--- src/rtl/uart_ltx_pkg.sv ---
package uart_ltx_pkg;

  typedef enum logic [2:0] {
    PH_IDLE   = 3'd0,
    PH_START  = 3'd1,
    PH_DATA   = 3'd2,
    PH_PARITY = 3'd3,
    PH_STOP1  = 3'd4,
    PH_STOP2  = 3'd5
  } phase_e;

  typedef struct packed {
    logic [1:0] wlen;
    logic       two_stop;
    logic       par_en;
    logic       par_even;
    logic       par_stick;
  } line_cfg_t;

endpackage

--- src/rtl/uart_ltx_hold.sv ---
module uart_ltx_hold #(
  parameter int DATA_W = 8
) (
  input  logic              clk,
  input  logic              rst_n,
  input  logic              wr_en,
  input  logic [DATA_W-1:0] wr_data,
  input  logic              take,
  output logic              full,
  output logic [DATA_W-1:0] data
);

  logic              full_d;
  logic [DATA_W-1:0] data_d;

  // A write in the same cycle as a handoff keeps the entry occupied.
  always_comb begin
    full_d = full;
    data_d = data;
    if (take) full_d = 1'b0;
    if (wr_en) begin
      full_d = 1'b1;
      data_d = wr_data;
    end
  end

  always_ff @(posedge clk or negedge rst_n) begin
    if (!rst_n) begin
      full <= 1'b0;
      data <= '0;
    end else begin
      full <= full_d;
      if (wr_en) data <= data_d;
    end
  end

  // a handoff only ever drains an occupied entry
  a_r7_take_needs_entry: assert property (@(posedge clk) disable iff (!rst_n)
    take |-> full);

endmodule

--- src/rtl/uart_ltx_parity.sv ---
module uart_ltx_parity #(
  parameter int DATA_W = 8
) (
  input  logic [DATA_W-1:0]         data,
  input  logic [$clog2(DATA_W)-1:0] last_idx,
  input  logic                      par_even,
  input  logic                      par_stick,
  output logic                      par_bit
);

  localparam int IDX_W = $clog2(DATA_W);

  logic [DATA_W-1:0] masked;

  for (genvar i = 0; i < DATA_W; i++) begin : g_mask
    assign masked[i] = data[i] & (IDX_W'(i) <= last_idx);
  end

  always_comb begin
    if (par_stick)     par_bit = par_even;
    else if (par_even) par_bit = ^masked;
    else               par_bit = ~(^masked);
  end

endmodule

--- src/rtl/uart_ltx_frame.sv ---
module uart_ltx_frame
  import uart_ltx_pkg::*;
#(
  parameter int DATA_W        = 8,
  parameter int TICKS_PER_BIT = 16
) (
  input  logic              clk,
  input  logic              rst_n,
  input  logic              baud_tick,
  input  logic              hold_full,
  input  logic [DATA_W-1:0] hold_data,
  input  line_cfg_t         cfg,
  output logic              take,
  output logic              busy,
  output logic              line_bit
);

  localparam int CNT_W    = $clog2(TICKS_PER_BIT);
  localparam int IDX_W    = $clog2(DATA_W);
  localparam int MIN_WORD = DATA_W - 3;
  localparam logic [CNT_W-1:0] FULL_LAST = CNT_W'(TICKS_PER_BIT - 1);
  localparam logic [CNT_W-1:0] HALF_LAST = CNT_W'(TICKS_PER_BIT / 2 - 1);

  phase_e            phase_q, phase_d;
  logic [CNT_W-1:0]  cnt_q, cnt_d;
  logic [IDX_W-1:0]  idx_q, idx_d;
  logic [IDX_W-1:0]  last_q, last_d;
  logic [DATA_W-1:0] sh_q, sh_d;
  logic              par_q, par_d;
  logic              pen_q, pen_d;
  logic              two_q, two_d;
  logic              half_q, half_d;

  logic [IDX_W-1:0]  cfg_last;
  logic              par_new;
  logic              bit_end;
  logic              step;
  logic              reg_en;

  assign cfg_last = IDX_W'(MIN_WORD - 1) + IDX_W'(cfg.wlen);

  uart_ltx_parity #(.DATA_W(DATA_W)) u_parity (
    .data      (hold_data),
    .last_idx  (cfg_last),
    .par_even  (cfg.par_even),
    .par_stick (cfg.par_stick),
    .par_bit   (par_new)
  );

  assign busy    = (phase_q != PH_IDLE);
  assign take    = baud_tick && !busy && hold_full;
  assign step    = baud_tick && busy;
  assign reg_en  = take || step;
  assign bit_end = step &&
    (cnt_q == (((phase_q == PH_STOP2) && half_q) ? HALF_LAST : FULL_LAST));

  always_comb begin
    phase_d = phase_q;
    cnt_d   = cnt_q;
    idx_d   = idx_q;
    last_d  = last_q;
    sh_d    = sh_q;
    par_d   = par_q;
    pen_d   = pen_q;
    two_d   = two_q;
    half_d  = half_q;
    if (take) begin
      phase_d = PH_START;
      cnt_d   = '0;
      idx_d   = '0;
      last_d  = cfg_last;
      sh_d    = hold_data;
      par_d   = par_new;
      pen_d   = cfg.par_en;
      two_d   = cfg.two_stop;
      half_d  = cfg.two_stop && (cfg.wlen == 2'b00);
    end else if (step) begin
      cnt_d = cnt_q + 1'b1;
      if (bit_end) begin
        cnt_d = '0;
        unique case (phase_q)
          PH_START: begin
            phase_d = PH_DATA;
            idx_d   = '0;
          end
          PH_DATA: begin
            sh_d = sh_q >> 1;
            if (idx_q == last_q) phase_d = pen_q ? PH_PARITY : PH_STOP1;
            else                 idx_d   = idx_q + 1'b1;
          end
          PH_PARITY: phase_d = PH_STOP1;
          PH_STOP1:  phase_d = two_q ? PH_STOP2 : PH_IDLE;
          PH_STOP2:  phase_d = PH_IDLE;
          default:   phase_d = PH_IDLE;
        endcase
      end
    end
  end

  always_ff @(posedge clk or negedge rst_n) begin
    if (!rst_n) begin
      phase_q <= PH_IDLE;
      cnt_q   <= '0;
      idx_q   <= '0;
      last_q  <= '0;
      sh_q    <= '0;
      par_q   <= 1'b0;
      pen_q   <= 1'b0;
      two_q   <= 1'b0;
      half_q  <= 1'b0;
    end else if (reg_en) begin
      phase_q <= phase_d;
      cnt_q   <= cnt_d;
      idx_q   <= idx_d;
      last_q  <= last_d;
      sh_q    <= sh_d;
      par_q   <= par_d;
      pen_q   <= pen_d;
      two_q   <= two_d;
      half_q  <= half_d;
    end
  end

  always_comb begin
    unique case (phase_q)
      PH_START:  line_bit = 1'b0;
      PH_DATA:   line_bit = sh_q[0];
      PH_PARITY: line_bit = par_q;
      default:   line_bit = 1'b1;
    endcase
  end

  // the shortened final stop never runs past half a bit
  a_r5_half_window: assert property (@(posedge clk) disable iff (!rst_n)
    (phase_q == PH_STOP2 && half_q) |-> (cnt_q <= HALF_LAST));

  // bit timing advances only on baud ticks
  a_r5_tick_paced: assert property (@(posedge clk) disable iff (!rst_n)
    (busy && !baud_tick) |=> ($stable(phase_q) && $stable(cnt_q)));

  // the data index never passes the configured last bit
  a_r2_index_range: assert property (@(posedge clk) disable iff (!rst_n)
    (phase_q == PH_DATA) |-> (idx_q <= last_q));

  // a parity slot appears only when parity was enabled for this frame
  a_r3_parity_slot: assert property (@(posedge clk) disable iff (!rst_n)
    (phase_q == PH_PARITY) |-> pen_q);

endmodule

--- src/rtl/uart_line_tx.sv ---
module uart_line_tx
  import uart_ltx_pkg::*;
#(
  parameter int DATA_W        = 8,
  parameter int TICKS_PER_BIT = 16
) (
  input  logic              clk,
  input  logic              rst_n,
  input  logic              baud_tick,
  input  logic              wr_en,
  input  logic [DATA_W-1:0] wr_data,
  input  logic [1:0]        cfg_wlen,
  input  logic              cfg_two_stop,
  input  logic              cfg_par_en,
  input  logic              cfg_par_even,
  input  logic              cfg_par_stick,
  input  logic              cfg_break,
  output logic              txd,
  output logic              hold_empty,
  output logic              tx_empty
);

  logic [1:0]        rst_pipe;
  logic              rst_sync_n;
  logic              take;
  logic              busy;
  logic              line_bit;
  logic              hold_full;
  logic [DATA_W-1:0] hold_data;
  line_cfg_t         cfg;

  always_ff @(posedge clk or negedge rst_n) begin
    if (!rst_n) rst_pipe <= 2'b00;
    else        rst_pipe <= {rst_pipe[0], 1'b1};
  end
  assign rst_sync_n = rst_pipe[1];

  assign cfg = '{wlen: cfg_wlen, two_stop: cfg_two_stop, par_en: cfg_par_en,
                 par_even: cfg_par_even, par_stick: cfg_par_stick};

  uart_ltx_hold #(.DATA_W(DATA_W)) u_hold (
    .clk     (clk),
    .rst_n   (rst_sync_n),
    .wr_en   (wr_en),
    .wr_data (wr_data),
    .take    (take),
    .full    (hold_full),
    .data    (hold_data)
  );

  uart_ltx_frame #(.DATA_W(DATA_W), .TICKS_PER_BIT(TICKS_PER_BIT)) u_frame (
    .clk       (clk),
    .rst_n     (rst_sync_n),
    .baud_tick (baud_tick),
    .hold_full (hold_full),
    .hold_data (hold_data),
    .cfg       (cfg),
    .take      (take),
    .busy      (busy),
    .line_bit  (line_bit)
  );

  assign txd        = cfg_break ? 1'b0 : line_bit;
  assign hold_empty = !hold_full;
  assign tx_empty   = !hold_full && !busy;

  // an accepted write always occupies the holding register
  a_r7_write_fills: assert property (@(posedge clk) disable iff (!rst_sync_n)
    wr_en |=> !hold_empty);

  // an idle tick with a pending byte drains it and starts a frame
  a_r7_handoff: assert property (@(posedge clk) disable iff (!rst_sync_n)
    (baud_tick && !busy && hold_full && !wr_en) |=> (hold_empty && busy));

  // an idle line without break rests high
  a_r1_idle_high: assert property (@(posedge clk) disable iff (!rst_sync_n)
    (!busy && !cfg_break) |-> txd);

  // fully drained means the line carries no frame bits
  a_r8_drained_quiet: assert property (@(posedge clk) disable iff (!rst_sync_n)
    tx_empty |-> (txd || cfg_break));

endmodule

--- config.mk ---
export PLATFORM = sky130hd
export DESIGN_NAME = uart_line_tx
export DESIGN_NICKNAME = d
export VERILOG_FILES = /design/src/rtl/uart_ltx_pkg.sv /design/src/rtl/uart_ltx_hold.sv /design/src/rtl/uart_ltx_parity.sv /design/src/rtl/uart_ltx_frame.sv /design/src/rtl/uart_line_tx.sv
export SDC_FILE = /design/constraint.sdc
export NUM_CORES = 1
export LEC_CHECK = 0
export ABC_AREA = 1
export BUFFER_PORTS_ARGS = -buffer_cell sky130_fd_sc_hd__buf_2
export CAP_MARGIN = 20
export CORE_AREA = 2 2 64 66
export DETAILED_ROUTE_END_ITERATION = 8
export DIE_AREA = 0 0 66 68
export PLACE_DENSITY = 0.81
export SYNTH_ARGS = -nofsm -noshare
export SYNTH_HDL_FRONTEND = slang
export SYNTH_SLANG_ARGS = --single-unit
--- constraint.sdc ---
create_clock -name clk -period 1.2 [get_ports clk]
set_input_delay 0.12 -clock clk [delete_from_list [all_inputs] [get_ports clk]]
set_output_delay 0.12 -clock clk [all_outputs]
set_load 0.05 [all_outputs]
==> results.md, run 1 <==
* Post-synthesis sequential area ratio at 0.4911
* Minimum clock period at 1.662 ns
* Critical setup path kind: reg2out
* Leak Pwr at 1.294 nW
* Max-slew violations at 0
* Minimum hold slack at 0.02019 ns
* Largest area contributor in the netlist: sky130_fd_sc_hd__dfrtp_1
* Synthesized-area fraction occupied by xor and xnor cells at 0.04775
* Detail-routed via count per cell at 5.126
* Number of antenna violations at the first check in global routing at 0
* Wire length of the first global-routing pass at 6610 microns
* Final weighted congestion in routability-driven placement at 0.9140
* Worst setup skew after layout at 0.006713 ns
* Tightest Hold Check Type: in2reg
* Post-synthesis simple-gate area fraction at 0.2278
* Number of CTS-inserted buffers at 5
* Post-synth design cell area at 1834 sq um
* Final hold violation count at 0
* Initial core utilization at 0.4757
* Number of I/O pins at 22
* Count of flip-flops with a built-in enable after synthesis at 0
* Share of async-settable or async-resettable flops after synthesis at 1.000
* Result of the run: finished, violations left
* Arrival @ worst endpoint at 1.54 ns
* Violations in the final reports: negative setup slack
* Initial DRT Pass Iterations at 4
* Post-synthesis share of cell area spent on full adders, half adders and majority gates at 0.01364
* Max FO, Critical Path at 3
* Global route overflow at 0
* Number of DRC markers in iteration 0 at 101
* Source of the worst register-to-register timing path: u_frame.phase_q[2]
* Largest net degree at the start of global routing at 35
* Number of H-tree branching levels at 2
* Largest voltage drop on the vdd net at 0.001414 V
* Nets at 303
* Synth warnings at 0
* Clock insertion delay at the later pin of the skew report at 0.30 ns
* Die extent in y at 68 microns
* Average wire length per cell after detail routing at 13.83 microns
* Multiplexer share of the synthesized area at 0.01637
* Share of post-route cells with drive strength above 1 at 0.4311
* Placed wire-length estimate at 2806 microns
* DRC violation count after routing at 0
* First element of the critical path: u_frame.phase_q[1]
* Final design instance area without fill at 2634 sq um
* Quantity of I/O buffers inserted on ports at 21
* Number of sinks driven by the clock tree at 36
* Type of element launching the critical path: register
* Number of nets with antenna violations after routing at 0
* Power density over the cells at 2405 nW/um^2
* Width of the chip at 66 microns
* Crit path required time at 1.08 ns
* Area post-placement at 2182 sq um
* Vias at 1707
* Via count of the first global-routing pass at 1570
* Synth Area in Compound Gates at 0.1289
* Top-count cell post-synth: sky130_fd_sc_hd__nand2_1
* Drt total wl at 4606 microns
* Post-route worst setup slack at -0.4617 ns
* Area of the core at 3856 sq um
* Mean instance size in the synthesized netlist at 8.492 sq um
* CTS tree: yes
* Setup repair after global routing missed its margin: yes
* Placement row count at 23
* Peak Freq at 0.6018 GHz
* Most instantiated flip-flop cell in the synthesis netlist: sky130_fd_sc_hd__dfrtp_1
* Setup tns final at -9.231 ns
* Critical path endpoint category: output pin
* Clock input transition at the sequential cells of the worst setup and hold paths at 0.07 ns
* Total setup violations reported at the end of the flow at 28
* Floorplan die area at 4488 sq um
* Final Cycle Share at 1.385
* Global router's overall resource usage at 0.1994
* Diodes inserted at 0
* Largest family of logic cells by synthesized area: simple AND/OR/NAND/NOR gates
* Number of unique standard cell types used by synthesis at 31
* Post-place setup slack at -0.3874 ns
* Leading cell types by total area after synthesis: sky130_fd_sc_hd__dfrtp_1 (49%), sky130_fd_sc_hd__nand2_1 (13%), sky130_fd_sc_hd__o21ai_0 (6.8%)
* Count of state elements after synthesis at 36
* Number of instances in the synthesized netlist at 216
* Syn Nets at 237
* Startpoint of the most critical hold path: wr_data[0]
* Maximum buffer depth of the clock tree at 2
* Layout Area Growth over Synthesis at 43.59%
* Buffer type at the clock tree root: sky130_fd_sc_hd__clkbuf_8
* Count of maximum capacitance violations at 0
* Portion of synthesized cell area occupied by the leading cell type at 0.4911
* Cell types with the highest counts after synthesis: sky130_fd_sc_hd__nand2_1 (63), sky130_fd_sc_hd__dfrtp_1 (36), sky130_fd_sc_hd__inv_1 (25), sky130_fd_sc_hd__o21ai_0 (25), sky130_fd_sc_hd__nand3_1 (13)
==> flip-flops by register name, summed over array words and instances, names as in the netlist <==
| register | cells |
|---|---|
| u_hold.full | 1 |
| u_frame.phase_q | 3 |
| u_frame.pen_q | 1 |
| u_frame.half_q | 1 |
| u_frame.two_q | 1 |
| u_frame.sh_q | 8 |
| u_hold.data | 8 |
| u_frame.par_q | 1 |
| u_frame.idx_q | 3 |
| u_frame.cnt_q | 4 |
| rst_pipe | 2 |
| u_frame.last_q | 3 |
==> cells in the final DEF (no fill, tap or decap), types with 3 or more instances in the layout <==
| cell | instances |
|---|---|
| sky130_fd_sc_hd__xor2_1 | 3 |
| sky130_fd_sc_hd__buf_4 | 28 |
| sky130_fd_sc_hd__clkbuf_8 | 5 |
| sky130_fd_sc_hd__buf_2 | 18 |
| sky130_fd_sc_hd__o21ai_0 | 13 |
| sky130_fd_sc_hd__nor2_2 | 3 |
| sky130_fd_sc_hd__inv_1 | 21 |
| sky130_fd_sc_hd__inv_2 | 7 |
| sky130_fd_sc_hd__nand2_1 | 47 |
| sky130_fd_sc_hd__nand3_1 | 13 |
| sky130_fd_sc_hd__o21ai_1 | 8 |
| sky130_fd_sc_hd__nand2_2 | 15 |
| sky130_fd_sc_hd__o21ai_2 | 12 |
| sky130_fd_sc_hd__xnor2_1 | 6 |
| sky130_fd_sc_hd__nor2_4 | 5 |
| sky130_fd_sc_hd__buf_6 | 13 |
| sky130_fd_sc_hd__dfrtp_1 | 36 |
| sky130_fd_sc_hd__mux2i_1 | 3 |
==> power breakdown <==
part	internal, W	switching (W)	total (W)
logic	0.00160	0.00174	0.00334
clock network	0.000616	0.000444	0.00106
registers	0.00160	0.000335	0.00193
==> what timing repair did <==
action                                  in CTS  in global routing
pin swaps                                    0                  7
gates resized for setup                     13                 57
setup buffers                                2                 14
endpoints found under the hold margin        2                  0
hold buffers                                 1                  0
gates cloned                                 0                  1
endpoints found under the setup margin      29                 29
==> path summary, 6_finish.rpt <==
path / endpoint / slack, ns / cells after the start
max in group asynchronous: u_hold.data[4] / 0.62 / 1
min in group asynchronous: rst_pipe[0] / 0.12 / 2
worst max register to register: u_frame.cnt_q[3] / -0.44 / 10
worst min register to register: u_hold.full / 0.28 / 1
worst max-delay path: txd / -0.46 / 7
worst min-delay path: u_hold.data[0] / 0.02 / 3
==> area by class of cell <==
type,count,area (sq um)
Clock buffer,6,72.57
Clock inverter,2,35.03
Fill cell,286,1222
Inverter,28,105.1
Multi-Input combinational cell,148,940.9
Sequential cell,36,900.9
Tap cell,50,62.56
Timing Repair Buffer,63,516.7
==> through the flow <==
step / utilization / total power, W / instances
2_1_floorplan: - / 0.003360 / 216
3_3_place_gp: 0.5659 / 0.004076 / 307
3_5_place_dp: 0.5659 / 0.004183 / 307
4_1_cts: 0.6103 / 0.005392 / 318
5_1_grt: 0.6830 / 0.006717 / 333
6_report: 0.6830 / 0.006335 / 333
==> logic make-up (layout without fill, tap and decap cells) <==
kind of cell               after synthesis  in the layout
buffers and inverters                   32             99
xor gates and xnor gates                10             10
adders and majority gates                2              2
DFF                                     36             36
other                                    1              1
muxes                                    3              3
and+or+nand+nor                         94             94
AOI/OAI and AO/OA                       38             38
==> critical path, stage by stage (launching register included) <==
cell and delay [ns]:
sky130_fd_sc_hd__dfrtp_1 0.41, sky130_fd_sc_hd__inv_2 0.08, sky130_fd_sc_hd__nor2_2 0.15, sky130_fd_sc_hd__inv_2 0.07, sky130_fd_sc_hd__nor2_4 0.14, sky130_fd_sc_hd__nand2_2 0.09, sky130_fd_sc_hd__a31oi_4 0.13, sky130_fd_sc_hd__buf_6 0.17
==> layer usage <==
metal	vias to the layer above	share of wire	track usage
li1	817	-	-
met1	823	0.39	0.2212
met2	55	0.55	0.3611
met3	12	0.041	0.04605
met4	0	0.022	0.09949
met5	-	0	0
No activity file was read; power rests on OpenSTA's default activity.
==> run 2: changes to the inputs <==
==> constraint.sdc (replaced) <==
create_clock -name clk -period 1.2 [get_ports clk]
set_input_delay 0.06 -clock clk [delete_from_list [all_inputs] [get_ports clk]]
set_output_delay 0.06 -clock clk [all_outputs]
set_load 0.05 [all_outputs]
==> run 2 against run 1 <==
Highest routed layer unchanged. Total power is 4.3% higher. Die area unchanged. The run still ends with negative setup slack left. Setup slack improved by 0.046 ns. Non-clock buffer count is 4 higher. Via count grew 1.1%. Global-route usage increased by 3.4 points. Final cell count rose by 1.2%. Clock power hardly changed. Combinational power rose by 7.5%. Routed wire length grew 4.9%. Critical endpoint is now u_frame.cnt_q[3]. Sequential share of layout area is 1.7 points lower.
==> results.md, run 2 (same netlist as run 1, synthesis figures left out) <==
* Result of the run: finished, violations left
* Violations in the final reports: negative setup slack
* Largest voltage drop on the vdd net at 0.001187 V (-16%)
* Final weighted congestion in routability-driven placement at 0.8920 (-2.4%)
* Final Cycle Share at 1.346 (-0.03854)
* Max FO, Critical Path at 5 (+2)
* CP delay by family, top: simple AND/OR/NAND/NOR gates
* Width of the chip at 66 microns (unchanged)
* Post-route worst setup slack at -0.4155 ns (+0.04625 ns)
* Number of DRC markers in iteration 0 at 64 (-37%)
* Diodes inserted at 0 (unchanged)
* Largest net degree at the start of global routing at 35 (unchanged)
* Clock insertion delay at the later pin of the skew report at 0.30 ns (about the same)
* Drt total wl at 4830 microns (+4.9%)
* Global route overflow at 0 (unchanged)
* Nets at 307 (+1.3%)
* Area of the core at 3856 sq um (unchanged)
* Peak Freq at 0.6190 GHz (+2.9%)
* Maximum single-stage delay on the critical path at 0.42 ns (about the same)
* Total Power Consumption at 0.006609 W (+4.3%)
* Crit path required time at 1.39 ns (+0.31 ns)
* Minimum clock period at 1.615 ns (-0.04625 ns)
* Number of CTS-inserted buffers at 5 (unchanged)
* Count of maximum capacitance violations at 0 (unchanged)
* Setup repair after global routing missed its margin: yes
* Initial DRT Pass Iterations at 4 (unchanged)
* Worst setup skew after layout at 0.01157 ns (+0.004858 ns)
* Clock input transition at the sequential cells of the worst setup and hold paths at 0.08 ns (about the same)
* Master of the slowest instance on the critical path: sky130_fd_sc_hd__dfrtp_1
* Vias at 1726 (+1.1%)
* CP bufs+invs at 2 (-1)
* List of cells traversed by the critical path: nor2_4 > nand2_4 > nor3_4 > buf_6 > nor2_4 > inv_2 > nand2_2 > nor2_1 > nor3b_2
* Setup tns final at -9.712 ns (-0.4813 ns)
* Met2 WL at 2511 microns (-0.16%)
* Total routed wire length on the met1 layer at 1912 microns (+6.3%)
* Number of antenna violations at the first check in global routing at 0 (unchanged)
* Startpoint of the most critical hold path: cfg_two_stop
* Tightest Hold Check Type: in2reg
* Floorplan die area at 4488 sq um (unchanged)
* DRC violation count after routing at 0 (unchanged)
* Arrival @ worst endpoint at 1.81 ns (+0.27 ns)
* Number of nets with antenna violations after routing at 0 (unchanged)
* Share of post-route cells with drive strength above 1 at 0.4634 (+0.03232)
* Placement row count at 23 (unchanged)
* Minimum hold slack at 0.009731 ns (-0.01046 ns)
* Most used cell along the critical path: sky130_fd_sc_hd__nor2_4
* Global router's overall resource usage at 0.2333 (+0.03383)
* Via count of the first global-routing pass at 1787 (+14%)
* Average wire length per cell after detail routing at 14.33 microns (+3.6%)
* Quantity of I/O buffers inserted on ports at 21 (unchanged)
* Most frequent standard cell in the layout excluding fill and tap cells: sky130_fd_sc_hd__nand2_1
* Die extent in y at 68 microns (unchanged)
* Leak Pwr at 1.346 nW (+4.0%)
* Placed wire-length estimate at 2662 microns (-5.1%)
* Total setup violations reported at the end of the flow at 28 (unchanged)
* Registers with the most flip-flops: u_frame.sh_q: 8 flops, u_hold.data: 8 flops, u_frame.cnt_q: 4 flops
* Max-slew violations at 0 (unchanged)
* Fill cell count at 269 (-5.9%)
* First element of the critical path: u_frame.phase_q[1]
* Layout Area Growth over Synthesis at 51.23%
* Number of I/O pins at 22 (unchanged)
* Critical setup path kind: reg2reg
* Wire length of the first global-routing pass at 7672 microns (+16%)
* Final hold violation count at 0 (unchanged)
* Power density over the cells at 2382 nW/um^2 (-0.95%)
* Type of element launching the critical path: register
* Detail-routed via count per cell at 5.122 (about the same)
* Area post-placement at 2166 sq um (-0.75%)
* Initial core utilization at 0.4757 (unchanged)
* Buffer type at the clock tree root: sky130_fd_sc_hd__clkbuf_8
* Number of sinks driven by the clock tree at 36 (unchanged)
* CTS tree: yes
* Total length of routed met3 wires at 194 microns (+3.2%)
* Final design instance area without fill at 2774 sq um (+5.3%)
* Highest-count cells in the layout ignoring fill and taps: sky130_fd_sc_hd__nand2_1 (39), sky130_fd_sc_hd__dfrtp_1 (35), sky130_fd_sc_hd__buf_4 (26), sky130_fd_sc_hd__inv_1 (21)
* Highest Signal Layer: met4
* Number of H-tree branching levels at 2 (unchanged)
* Critical path endpoint category: register
* Maximum buffer depth of the clock tree at 2 (unchanged)
* Source of the worst register-to-register timing path: u_frame.phase_q[1]
run 2: cell types whose count changed in the layout (fill, tap and decap cells not counted), moves of 3 or more:
| cell | previous run | this run |
|---|---|---|
| sky130_fd_sc_hd__nor2_2 | 3 | 0 |
| sky130_fd_sc_hd__nand2_4 | 2 | 7 |
| sky130_fd_sc_hd__dlygate4sd3_1 | 1 | 9 |
| sky130_fd_sc_hd__buf_6 | 13 | 10 |
| sky130_fd_sc_hd__nand2_1 | 47 | 39 |
| sky130_fd_sc_hd__nand2_2 | 15 | 18 |
run 2: cell type report:
class                           instances  area [sq um]  share of cell area
Clock inverter                          3         42.54             0.01534
Timing Repair Buffer                   67         563.0              0.2030
Sequential cell                        36         902.1              0.3252
Multi-Input combinational cell        148          1027              0.3703
Inverter                               28         107.6             0.03879
Tap cell                               50         62.56             0.02255
Clock buffer                            5         68.82             0.02481
run 2: path summary, 6_finish.rpt:
path / end / slack, ns / depth (start not counted)
max in group asynchronous: u_frame.phase_q[2] / 0.59 / 1
worst max register to register: u_frame.cnt_q[3] / -0.42 / 9
worst min-delay path: u_frame.two_q / 0.01 / 3
min in group asynchronous: rst_pipe[1] / 0.08 / 2
worst min register to register: u_frame.sh_q[0] / 0.27 / 1
worst max-delay path: u_frame.cnt_q[3] / -0.42 / 9
run 2: tightest hold or removal path: cells and delay by family:
family	cells	cell delay [ns]
AND/OR/NAND/NOR	2	0.12
buffers and inverters	1	0.09
run 2: power by group:
| part | total [W] | internal, W | switching, W |
|---|---|---|---|
| combinational | 0.00359 | 0.00171 | 0.00188 |
| sequential | 0.00195 | 0.00160 | 0.000349 |
| clock | 0.00107 | 0.000615 | 0.000455 |
| total | 0.00661 | 0.00392 | 0.00268 |
run 2: layer usage:
layer | track usage | vias to the layer above
li1 | - | 829
met5 | 0 | -
met1 | 0.2639 | 822
met4 | 0.1199 | 0
met3 | 0.05263 | 21
met2 | 0.4154 | 54
run 2: what timing repair did:
| action | in CTS | in global routing |
|---|---|---|
| hold endpoints to repair | 10 | 0 |
| gates resized for setup | 68 | 30 |
| buffers inserted | 9 | 6 |
| cloned | 1 | 1 |
| setup endpoints to repair | 29 | 29 |
| pin swaps | 8 | 15 |
| hold buffers | 9 | 0 |
run 2: stage by stage:
stage	instances	util	setup slack (ns)
2_1_floorplan	216	-	-0.3714
3_3_place_gp	306	0.5616	-0.3270
3_5_place_dp	306	0.5616	-0.3811
4_1_cts	333	0.6827	-0.3704
5_1_grt	337	0.7193	-0.4825
6_report	337	0.7193	-0.4155
==> run 3: changes to the inputs <==
--- a/config.mk
+++ b/config.mk
@@ -8,10 +8,10 @@
 export ABC_AREA = 1
 export BUFFER_PORTS_ARGS = -buffer_cell sky130_fd_sc_hd__buf_2
 export CAP_MARGIN = 20
-export CORE_AREA = 2 2 64 66
+export CORE_AREA = 2 2 63 65
 export DETAILED_ROUTE_END_ITERATION = 8
-export DIE_AREA = 0 0 66 68
-export PLACE_DENSITY = 0.81
+export DIE_AREA = 0 0 65 67
+export PLACE_DENSITY = 0.83
 export SYNTH_ARGS = -nofsm -noshare
 export SYNTH_HDL_FRONTEND = slang
 export SYNTH_SLANG_ARGS = --single-unit
==> run 3 against run 2 <==
The run still ends with negative setup slack left. Sequential share of layout area increased by 0.36 points. Sequential power decreased by 2%. Core utilization increased by 4.1 points. Sequential cell count unchanged. First-iteration DRC count increased by 92%. Global-route usage increased by 0.79 points. Clock skew decreased by 0.0034 ns. Total power decreased by 1.0%.
==> results.md, run 3 (same netlist as run 1, synthesis figures left out) <==
* Result of the run: finished, violations left
* Violations in the final reports: negative setup slack
* CP delay by family, top: simple AND/OR/NAND/NOR gates
* Die extent in y at 67 microns (-1.5%)
* Tightest Hold Check Type: in2reg
* Placed wire-length estimate at 2699 microns (+1.4%)
* Critical setup path kind: reg2reg
* Registers with the most flip-flops: u_frame.sh_q: 8 flops, u_hold.data: 8 flops, u_frame.cnt_q: 4 flops
* Number of I/O pins at 22 (unchanged)
* Detail-routed via count per cell at 5.131 (+0.18%)
* Worst setup skew after layout at 0.008210 ns (-0.003361 ns)
* Clock input transition at the sequential cells of the worst setup and hold paths at 0.08 ns (about the same)
* Max FO, Critical Path at 4 (-1)
* Number of antenna violations at the first check in global routing at 0 (unchanged)
* Leak Pwr at 1.331 nW (-1.1%)
* Final Cycle Share at 1.332 (-0.01382)
* Clock insertion delay at the later pin of the skew report at 0.29 ns (about the same)
* Most frequent standard cell in the layout excluding fill and tap cells: sky130_fd_sc_hd__nand2_1
* Number of CTS-inserted buffers at 5 (unchanged)
* Global router's overall resource usage at 0.2411 (+0.007878)
* Number of sinks driven by the clock tree at 36 (unchanged)
* Final weighted congestion in routability-driven placement at 0.9282 (+4.1%)
* Highest-count cells in the layout ignoring fill and taps: sky130_fd_sc_hd__nand2_1 (44), sky130_fd_sc_hd__dfrtp_1 (36), sky130_fd_sc_hd__inv_1 (21), sky130_fd_sc_hd__buf_4 (21), sky130_fd_sc_hd__buf_2 (18)
* Crit path required time at 1.37 ns (-0.02 ns)
* Final hold violation count at 0 (unchanged)
* Nets at 308 (+0.33%)
* Initial core utilization at 0.5087 (+0.03301)
* Average wire length per cell after detail routing at 13.77 microns (-3.9%)
* Total setup violations reported at the end of the flow at 28 (unchanged)
* Count of maximum capacitance violations at 0 (unchanged)
* List of cells traversed by the critical path: nor2_4 > nand2_4 > nor3_4 > inv_2 > o21ai_4 > buf_6 > nand2_4 > inv_2 > o21ai_0
* Number of H-tree branching levels at 2 (unchanged)
* CTS tree: yes
* Met3 track demand over resource in global routing at 0.05405 (+0.001422)
* Drt total wl at 4627 microns (-4.2%)
* Met1 track demand over resource at 0.2421 (-0.02176)
* Routing layer with the top usage in global route: met2
* Number of DRC markers in iteration 0 at 123 (+92%)
* Total Power Consumption at 0.006539 W (-1.0%)
* Quantity of I/O buffers inserted on ports at 21 (unchanged)
* Floorplan die area at 4355 sq um (-3.0%)
* Setup repair after global routing missed its margin: yes
* Post-route worst setup slack at -0.3989 ns (+0.01659 ns)
* Wire length of the first global-routing pass at 7659 microns (-0.17%)
* Power density over the cells at 2387 nW/um^2 (+0.17%)
* Buffer type at the clock tree root: sky130_fd_sc_hd__clkbuf_8
* End-of-flow core utilization at 0.7599 (+0.04055)
* Type of element launching the critical path: register
* Largest net degree at the start of global routing at 35 (unchanged)
* Peak Freq at 0.6254 GHz (+1.0%)
* Via count of the first global-routing pass at 1802 (+0.84%)
* Master of the slowest instance on the critical path: sky130_fd_sc_hd__dfrtp_1
* CP bufs+invs at 3 (+1)
* Placement row count at 22 (-4.3%)
* Share of post-route cells with drive strength above 1 at 0.4375 (-0.02591)
* Global-route track usage on met2 at 0.4601 (+0.04465)
* Global route overflow at 0 (unchanged)
* Arrival @ worst endpoint at 1.77 ns (-0.04 ns)
* Critical path endpoint category: register
* Maximum single-stage delay on the critical path at 0.42 ns (about the same)
* Max-slew violations at 0 (unchanged)
* Layout Area Growth over Synthesis at 49.39%
* Width of the chip at 65 microns (-1.5%)
* Maximum buffer depth of the clock tree at 2 (unchanged)
* Setup tns final at -9.094 ns (+0.6185 ns)
* Minimum clock period at 1.599 ns (-0.01659 ns)
* Diodes inserted at 0 (unchanged)
* Area of the core at 3606 sq um (-6.5%)
* Initial DRT Pass Iterations at 4 (unchanged)
* DRC violation count after routing at 0 (unchanged)
* Number of nets with antenna violations after routing at 0 (unchanged)
* Largest voltage drop on the vdd net at 0.001368 V (+15%)
* Vias at 1724 (-0.12%)
-- run 3: final cells by class --
cell class              count  area (sq um)
well taps                  48         60.06
multi-input cells         148         979.7
clock inverters             1         30.03
flip-flops and latches     36         900.9
clock buffers               7         96.34
repair buffers             68         568.0
inverters                  28         105.1
fillers                   237         865.8
-- run 3: final timing paths --
check	startpoint	end	slack (ns)	depth (start not counted)
worst max-delay path	u_frame.phase_q[1]	u_frame.phase_q[1]	-0.40	9
worst min-delay path	cfg_wlen[1]	u_frame.last_q[1]	0.05	3
worst max register to register	u_frame.phase_q[1]	u_frame.phase_q[1]	-0.40	9
worst min register to register	rst_pipe[1]	u_frame.cnt_q[0]	0.27	1
max in group asynchronous	rst_pipe[1]	u_frame.phase_q[2]	0.62	1
min in group asynchronous	rst_n	rst_pipe[1]	0.08	2
-- run 3: stage by stage --
stage	instance area [sq um]	instances	hold WS, ns	worst slack (ns)
6_report	2740	336	0.04516	-0.3989
3_5_place_dp	2188	309	-0.1528	-0.3042
5_1_grt	2740	336	0.05058	-0.4893
3_3_place_gp	2188	309	-0.1531	-0.2699
4_1_cts	2700	336	0.02944	-0.4102
2_1_floorplan	1841	216	-0.2356	-0.3714
-- run 3: where the power goes --
group	leakage, nW	total [W]	internal (W)	switching, W
registers	0.449	0.00191	0.00160	0.000315
logic	0.817	0.00346	0.00165	0.00180
clock network	0.0645	0.00117	0.000733	0.000440
-- run 3: worst register-to-register path, stage by stage (launching register included) --
cell,delay [ns]
sky130_fd_sc_hd__dfrtp_1,0.42
sky130_fd_sc_hd__nor2_4,0.16
sky130_fd_sc_hd__nand2_4,0.08
sky130_fd_sc_hd__nor3_4,0.26
sky130_fd_sc_hd__inv_2,0.10
sky130_fd_sc_hd__o21ai_4,0.09
sky130_fd_sc_hd__buf_6,0.17
sky130_fd_sc_hd__nand2_4,0.07
sky130_fd_sc_hd__inv_2,0.07
sky130_fd_sc_hd__o21ai_0,0.07
-- run 3: layer usage --
metal / part of all wire / vias up
met2: 0.54 / 48
met5: 0 / -
met4: 0.033 / 0
met3: 0.035 / 12
li1: - / 830
met1: 0.39 / 834
-- run 3: what timing repair did --
item                                    in CTS  in global routing
setup buffers                                8                  5
resized for setup                           76                 15
cloned                                       0                  0
hold buffers                                11                  0
endpoints found under the setup margin      28                 29
pin swaps                                   15                  9
hold endpoints to repair                    12                  0
